File: src/rtl/lf_pkg.sv
package lf_pkg;
    typedef enum logic [1:0] {
        LF_IDLE = 2'd0,
        LF_REQ  = 2'd1,
        LF_WAIT = 2'd2
    } lf_state_e;
endpackage

File: src/rtl/lf_wrap_idx.sv
// Line-relative index: base plus step, wrapped at the line length (power of two).
module lf_wrap_idx #(
    parameter int IDX_W = 3
) (
    input  logic [IDX_W-1:0] base,
    input  logic [IDX_W-1:0] step,
    output logic [IDX_W-1:0] idx
);
    assign idx = base + step;
endmodule

File: src/rtl/lf_addr_join.sv
// Builds a word-aligned byte address from the line tag and a word index.
module lf_addr_join #(
    parameter int ADDR_W = 32,
    parameter int IDX_W  = 3,
    parameter int OFF_W  = 2
) (
    input  logic [ADDR_W-IDX_W-OFF_W-1:0] line_tag,
    input  logic [IDX_W-1:0]              word_idx,
    output logic [ADDR_W-1:0]             byte_addr
);
    assign byte_addr = {line_tag, word_idx, {OFF_W{1'b0}}};
endmodule

File: src/rtl/line_filler.sv
module line_filler #(
    parameter int ADDR_W         = 32,
    parameter int DATA_W         = 32,
    parameter int BYTES_PER_WORD = 4,
    parameter int WORDS_PER_LINE = 8,
    parameter bit BURST_EN       = 1'b1
) (
    input  logic                                clk,
    input  logic                                rst_n,
    input  logic                                miss_valid,
    input  logic [ADDR_W-1:0]                   miss_addr,
    output logic                                busy,
    output logic                                mem_read,
    output logic [ADDR_W-1:0]                   mem_addr,
    output logic [$clog2(WORDS_PER_LINE):0]     mem_burstcount,
    input  logic                                mem_waitrequest,
    input  logic                                mem_readdatavalid,
    input  logic [DATA_W-1:0]                   mem_readdata,
    output logic                                line_we,
    output logic [$clog2(WORDS_PER_LINE)-1:0]   line_idx,
    output logic [DATA_W-1:0]                   line_wdata,
    output logic                                crit_valid,
    output logic                                fill_done
);
    import lf_pkg::*;

    localparam int OFF_W = $clog2(BYTES_PER_WORD);
    localparam int IDX_W = $clog2(WORDS_PER_LINE);
    localparam int TAG_W = ADDR_W - OFF_W - IDX_W;
    localparam int CNT_W = IDX_W + 1;
    localparam logic [IDX_W-1:0] LAST_BEAT = IDX_W'(WORDS_PER_LINE - 1);

    typedef struct packed {
        lf_state_e         state;
        logic [TAG_W-1:0]  tag;
        logic [IDX_W-1:0]  start;
        logic [IDX_W-1:0]  beat;
        logic              done;
    } regs_t;

    regs_t r_d, r_q;

    logic [IDX_W-1:0]  wr_idx;
    logic [IDX_W-1:0]  req_idx;
    logic [CNT_W-1:0]  req_count;
    logic [ADDR_W-1:0] req_addr;
    logic              unused_offset;

    assign unused_offset = ^miss_addr[OFF_W-1:0];

    // Index of the word now arriving: critical index plus beats already stored.
    lf_wrap_idx #(.IDX_W(IDX_W)) u_wr_wrap (
        .base (r_q.start),
        .step (r_q.beat),
        .idx  (wr_idx)
    );

    generate
        if (BURST_EN) begin : g_burst
            // One wrapping burst that starts at the critical word.
            assign req_idx   = r_q.start;
            assign req_count = CNT_W'(WORDS_PER_LINE);
        end else begin : g_single
            // One word per request, taken in the wrapped order.
            assign req_idx   = wr_idx;
            assign req_count = CNT_W'(1);
        end
    endgenerate

    lf_addr_join #(.ADDR_W(ADDR_W), .IDX_W(IDX_W), .OFF_W(OFF_W)) u_join (
        .line_tag  (r_q.tag),
        .word_idx  (req_idx),
        .byte_addr (req_addr)
    );

    always_comb begin
        r_d      = r_q;
        r_d.done = 1'b0;
        case (r_q.state)
            LF_IDLE: begin
                if (miss_valid) begin
                    r_d.tag   = miss_addr[ADDR_W-1 -: TAG_W];
                    r_d.start = miss_addr[OFF_W +: IDX_W];
                    r_d.beat  = '0;
                    r_d.state = LF_REQ;
                end
            end
            LF_REQ: begin
                if (!mem_waitrequest) begin
                    r_d.state = LF_WAIT;
                end
            end
            LF_WAIT: begin
                if (mem_readdatavalid) begin
                    if (r_q.beat == LAST_BEAT) begin
                        r_d.state = LF_IDLE;
                        r_d.beat  = '0;
                        r_d.done  = 1'b1;
                    end else begin
                        r_d.beat = r_q.beat + 1'b1;
                        if (!BURST_EN) begin
                            r_d.state = LF_REQ;
                        end
                    end
                end
            end
            default: r_d.state = LF_IDLE;
        endcase
    end

    always_ff @(posedge clk) begin
        if (!rst_n) begin
            r_q <= '{state: LF_IDLE, tag: '0, start: '0, beat: '0, done: 1'b0};
        end else begin
            r_q <= r_d;
        end
    end

    assign busy           = (r_q.state != LF_IDLE);
    assign mem_read       = (r_q.state == LF_REQ);
    assign mem_addr       = req_addr;
    assign mem_burstcount = req_count;
    assign line_we        = (r_q.state == LF_WAIT) && mem_readdatavalid;
    assign line_idx       = wr_idx;
    assign line_wdata     = mem_readdata;
    assign crit_valid     = line_we && (r_q.beat == '0);
    assign fill_done      = r_q.done;
endmodule

File: config.mk
export PLATFORM = sky130hd
export DESIGN_NAME = line_filler
export DESIGN_NICKNAME = d
export VERILOG_FILES = /design/src/rtl/lf_pkg.sv /design/src/rtl/lf_wrap_idx.sv /design/src/rtl/lf_addr_join.sv /design/src/rtl/line_filler.sv
export SDC_FILE = /design/constraint.sdc
export NUM_CORES = 1
export LEC_CHECK = 0
export BUFFER_PORTS_ARGS = -buffer_cell sky130_fd_sc_hd__buf_4
export CAP_MARGIN = 20
export CELL_PAD_IN_SITES_DETAIL_PLACEMENT = 0
export CELL_PAD_IN_SITES_GLOBAL_PLACEMENT = 1
export CORE_ASPECT_RATIO = 1.5
export CORE_MARGIN = 4
export CORE_UTILIZATION = 28
export CTS_BUF_LIST = sky130_fd_sc_hd__clkbuf_2 sky130_fd_sc_hd__clkbuf_4 sky130_fd_sc_hd__clkbuf_8
export CTS_CLUSTER_SIZE = 24
export DETAILED_ROUTE_END_ITERATION = 10
export GPL_TIMING_DRIVEN = 1
export HOLD_SLACK_MARGIN = 0.12
export MAX_ROUTING_LAYER = met4
export PLACE_DENSITY_LB_ADDON = 0.1
export RECOVER_POWER = 50
export SLEW_MARGIN = 20
export SYNTH_ARGS = -nofsm -noshare
export SYNTH_HDL_FRONTEND = slang
export SYNTH_SLANG_ARGS = --single-unit
File: constraint.sdc
create_clock -name clk -period 1.66 [get_ports clk]
set_input_delay 0.332 -clock clk [delete_from_list [all_inputs] [get_ports clk]]
set_output_delay 0.332 -clock clk [all_outputs]
set_load 0.01 [all_outputs]
# Word-level counts from Yosys, hierarchy flattened

Index checks and enable logic that the tools add are counted.
Widths: inputs -> output; s select.

Register bits: 36
Latch bits: 0
RAM bits: 0
ROM bits: 0
Bits of input ports: 69
Output and inout bits: 76
Memories kept: 0

Add/subtract/negate cells: 2
Multipliers: 0
Divide/modulo/power cells: 0
Order comparisons: 0
Equality and inequality tests: 7
Shifts and indexed selects: 0
Muxes and demuxes: 9
Bitwise gates (word level): 0
Reduce and logical (&&, ||, !) cells: 10

Operators with widths:

| operator            | number |
|---|---|
| $mux 35             | 1 |
| $ne 2x2->1 const B  | 4 |
| $mux 2              | 3 |
| $pmux 2 s3          | 1 |
| $pmux 3 s2          | 1 |
| $reduce_and 3->1    | 2 |
| $mux 4              | 1 |
| $reduce_and 4->1    | 1 |
| $reduce_bool 2->1   | 2 |
| $add 3x1->3 const B | 1 |
| $add 3x3->3         | 1 |
| $eq 3x3->1 const B  | 1 |
| $logic_not 3->1     | 1 |
| $mux 3              | 1 |
| $eq 2x1->1 const B  | 1 |
| $eq 2x2->1 const B  | 1 |
| $logic_and 1x1->1   | 2 |
| $logic_not 2->1     | 1 |
| $reduce_and 2->1    | 1 |
| $mux 1              | 1 |

# Logic depth before layout (Yosys ltp)

Word-level depth: 4
Depth in mapped cells: 5
Mapped depth without buffers: 5

# Hierarchy

Synthesis repeated with hierarchy kept, for this count alone.

Cell total of the unflattened synthesis: 242
Area total of the unflattened synthesis: 2016.9 µm²

Modules (own cells, without submodules):

| module       | instances | cells an instance | area each (µm²) |
|---|---|---|---|
| line_filler  | 1         | 206               | 1716.6 |
| lf_addr_join | 1         | 33                | 244.0 |
| lf_wrap_idx  | 1         | 3                 | 56.3 |

# Worst setup path before layout

OpenSTA, ideal clock, no wires.

Path type: register -> output
Start: register r_q[1] (netlist name)
End: output port line_idx[2]
Arrival time: 1.305 ns
Required time: 1.328 ns
Slack: 0.023 ns
Cell stages (with the launch flop): 6
Cells stage by stage: dfxtp_1 -> ha_1 -> inv_1 -> fa_1 -> xor2_1 -> xnor2_1

Cells in the longest elaborated chain, start to end: 1

Ends and longest elaborated chain:

| element                  | RTL line           | text |
|---|---|---|
| start: declaration       | line_filler.sv:41  | `regs_t r_d, r_q;` |
| start signal: assignment | line_filler.sv:113 | `r_q <= '{state: LF_IDLE, tag: '0, start: '0, beat: '0, done: 1'b0};` |
| start signal: assignment | line_filler.sv:115 | `r_q <= r_d;` |
| $add 3x3->3              | lf_wrap_idx.sv:9   | `assign idx = base + step;` |
| end: declaration         | line_filler.sv:20  | `output logic [$clog2(WORDS_PER_LINE)-1:0] line_idx,` |

Every way passes these cells.

# Final worst setup path

Start: register r_q, in the netlist req_idx[0]
End: output port line_idx[2]

Same word-level chain as after synthesis.

==> results <==
- The area of the die is 8660 um2.
- The critical path class is reg2out.
- Using the TritonRoute via totals, the vias-per-cell ratio works out to 4.20.
- The area of the multi-input gates is 719 um2.
- The number of hold buffers added after CTS was 0.
- The detailed-route wire length per cell is 13.6 um.
- The internal power contribution is 0.00184 W.
- The gate family responsible for the most delay along the worst path is adder cells.
- After floorplanning, the core was divided into 37 placement rows.
- After detailed routing, the total wire length is 4.57 mm.
- Yosys attributes the largest share of cell area to sky130_fd_sc_hd__dfxtp_1, sky130_fd_sc_hd__buf_4, sky130_fd_sc_hd__nand2_1.
- Setup violations remaining at the end of the flow were counted as 2.
- The final-layout setup total negative slack is -376 ps.
- The H-tree was split into 2 levels.
- The number of global-route vias before repair is 1462.
- In this run, synthesis inferred 0 flip-flops with an integrated enable.
- The via count is 1410.
- The count of input and output buffers is 72.
- TritonCTS built the clock tree.
- For this run the aggregate overflow at the end of global routing stands at 0.
- In the routed design, unresolved DRC markers number 0.
- In this run the clock root is driven by a sky130_fd_sc_hd__clkbuf_8.
- The placed wire-length estimate after detailed placement is 3.33 mm.
- Entering global routing, the biggest net connects 40 pins.
- Of the total synthesized cell area, the portion taken by XOR and XNOR cells is 0.00868.
- The number of clock buffers inserted by TritonCTS is 5.
- In the post-route analysis, the smallest setup slack over all paths is -229 ps.
- The count of buffering cells on the critical path with inverters included is 2.
- The die is 77.3 um wide.
- The final max-slew violation count is 0.
- The share of total power dissipated in combinational logic is 0.146.
- The number of warnings issued by yosys is 0.
- The final reports fail on negative setup slack.
- Across the whole layout, storage elements account for 724 um2.
- The ratio of final minimum period to clock period is 1.14.
- The min-delay analysis places its worst path in the category in2reg.
- The power density over the cells is 1050 nW/um2.
- The total clock sinks is 36.
- The share of synthesized area occupied by flip-flops and latches is 0.357.
- The async set or reset register ratio after synthesis is 0.
- sky130_fd_sc_hd__dfxtp_1 takes more of the synthesized area than any other cell.
- The share of synthesized area in the top cell type comes to 0.357.
- Of the total power, registers draw 0.398.
- The maximum number of buffers from clock root to sink is 2.
- The leakage component of the power is 1.01 nW.
- The most used flip-flop cell after synthesis is sky130_fd_sc_hd__dfxtp_1.
- In the final layout, the share of cells above drive strength 1 is 0.298.
- The first global-routing pass estimated 7.27 mm of wire.
- The count of endpoints failing hold in the final timing report is 0.
- STA classifies the critical path endpoint as an output port.
- The number of DRC violations after detailed-routing iteration 0 is 42.
- The pre-antenna-repair detailed-routing pass consisted of 4 iterations.
- Clock-pin slew was measured on the worst setup and hold paths at 80 ps.
- For this run, the total global-route usage over all layers was measured as 0.111.
- STA puts the critical path data required time at 1330 ps.
- Each instance of the synthesized netlist takes up on average 8.24 um2.
- The final critical-path required period is 1890 ps.
- For this run, the slowest stage of the critical path takes 330 ps.
- The tool flagged a number of max-cap violations equal to 0.
- Of all nets on the critical path, the largest fanout is 2.
- The final core utilization is 0.325.
- The count of nets left with antenna violations once routing finished came out at 0.
- The effective utilization at floorplan is 0.291.
- Of the total synthesized cell area, the portion taken by AND, OR, NAND and NOR gates is 0.166.
- IR analysis of the VDD net gives a maximum drop of 0.427 mV.
- The count of different cell masters after synthesis is 23.
- Walking the worst path, the cells encountered are ha_1, inv_1, fa_2, xor2_1, xnor2_1, buf_4.
- The total of flip-flops plus latches after synthesis is 36.
- The run finished, with violations left.
- Setup repair after global routing could not meet its margin everywhere.
- The total net switching power is 0.000537 W.
- The number of antenna violations at the first check in global routing is 0.
- The worst endpoint data arrival time is 1560 ps.
- The congestion estimate from routability-driven global placement came to 0.691.
- After synthesis the cells add up to 2020 um2.
- Of the total power, the clock network draws 0.456.
- Fill cells in the final layout number 792.
- The cell count after synthesis came out at 245.
- The placeable core area is 6940 um2.
- The most common cell in the synthesized netlist is sky130_fd_sc_hd__buf_4.
- The fraction of power spent switching nets is 0.226.
- After synthesis, the largest family of logic cells by area is buffers and inverters.
- The synthesized-area fraction occupied by adder cells is 0.0347.
- At the later pin of the worst-skew pair, clock insertion delay measures 290 ps.
- The largest individual stage delay along the critical path comes from the cell sky130_fd_sc_hd__dfxtp_2.
- The fraction of the mapped netlist area in compound gates is 0.125.
- The number of nets in the layout is 331.
- Counting instances in the post-synthesis netlist gives the leading cell types as sky130_fd_sc_hd__buf_4, sky130_fd_sc_hd__nand2_1, sky130_fd_sc_hd__dfxtp_1.
- 145 I/O pins were placed.
- From synthesis to final layout, the design area changed by 12.0%.
- Static timing analysis puts the maximum clock frequency at 0.529 GHz.
- The multiplexer share of the synthesized area is 0.00496.
- In this run the vertical extent of the chip is 112 um.
- 0 antenna diodes ended up in the layout.
- Between clock sinks in the finished design, the worst skew comes to 5.96 ps.
- The worst setup path is launched from a register.
==> power groups by stage <==
stage          Sequential (W)  Clock [W]  Combinational (W)
3_3_place_gp         0.000968          0           0.000378
4_1_cts              0.000949    0.00112           0.000380
2_1_floorplan        0.000959          0           0.000339
5_1_grt              0.000956    0.00115           0.000391
3_5_place_dp         0.000969          0           0.000379
6_report             0.000947    0.00108           0.000346
==> worst register-to-register path, delay by kind of cell, from the launching register on <==
family	cells	cell delay [ps]
AO/OA/AOI/OAI	1	110
buffers and inverters	1	180
flip-flops	1	380
AND/OR/NAND/NOR	2	540
==> through the flow <==
step	total power [W]	hold slack (ps)	worst slack (ps)	instances	cell area (um2)
final	0.00238	281	-229	336	2260
after global placement	0.00135	443	9.55	328	2160
after detailed placement	0.00135	445	9.60	328	2160
after CTS	0.00245	268	-264	336	2330
after global routing	0.00250	270	-300	336	2260
after floorplan	0.00130	435	22.8	249	2030
==> layout by cell type (no fill, tap or decap), drive strengths merged <==
cell type / instances
xnor2: 1
nand2: 67
mux2i: 1
bufinv: 3
inv: 7
dfxtp: 36
ha: 4
fa: 1
o22ai: 3
or2: 1
a22oi: 1
or3b: 1
buf: 62
conb: 6
nor3b: 3
clkbuf: 23
and4: 1
nor2: 1
nor2b: 3
xor2: 1
nand3b: 2
a21boi: 30
==> what timing repair did <==
action | 4_1_cts | 5_1_grt
gates resized for setup | 4 | 2
gates cloned | 0 | 0
buffers inserted | 0 | 0
hold endpoints to repair | 0 | 0
pin swaps | 1 | 1
endpoints found under the setup margin | 2 | 4
==> registers in the layout (all words and copies together) (netlist names) <==
register and flops:
r_q 32, req_idx 3, fill_done 1
==> area by class of cell <==
class	count	area share
clock inverters	3	0.0399
clock buffers	5	0.0305
well taps	78	0.0432
inverters	7	0.0116
multi-input cells	127	0.318
repair buffers	80	0.236
flip-flops and latches	36	0.321
==> cell families (layout without fill, tap and decap cells) <==
family,count (synthesis),after routing
XOR/XNOR,2,2
flip-flops,36,36
AO/OA/AOI/OAI,34,34
other,2,6
AND/OR/NAND/NOR,79,79
adder cells (fa/ha/maj),5,5
multiplexers,1,1
buffers and inverters,86,95
==> layer usage <==
metal,GRT usage,wire (um),vias up
li1,-,-,716
met2,0.193,2350,57
met4,0.0629,151,0
met3,0.0356,371,16
met5,-,0,-
met1,0.108,1690,621
==> path summary, 6_finish.rpt <==
| kind | startpoint | end | slack, ps | cells after the start |
|---|---|---|---|---|
| max | req_idx[0] | line_idx[2] | -230 | 6 |
| min | miss_addr[28] | r_q[30] | 280 | 3 |
| max reg2reg | r_q[34] | r_q[1] | 350 | 4 |
| min reg2reg | r_q[26] | r_q[26] | 450 | 2 |
(Power assumes the default switching activity.)
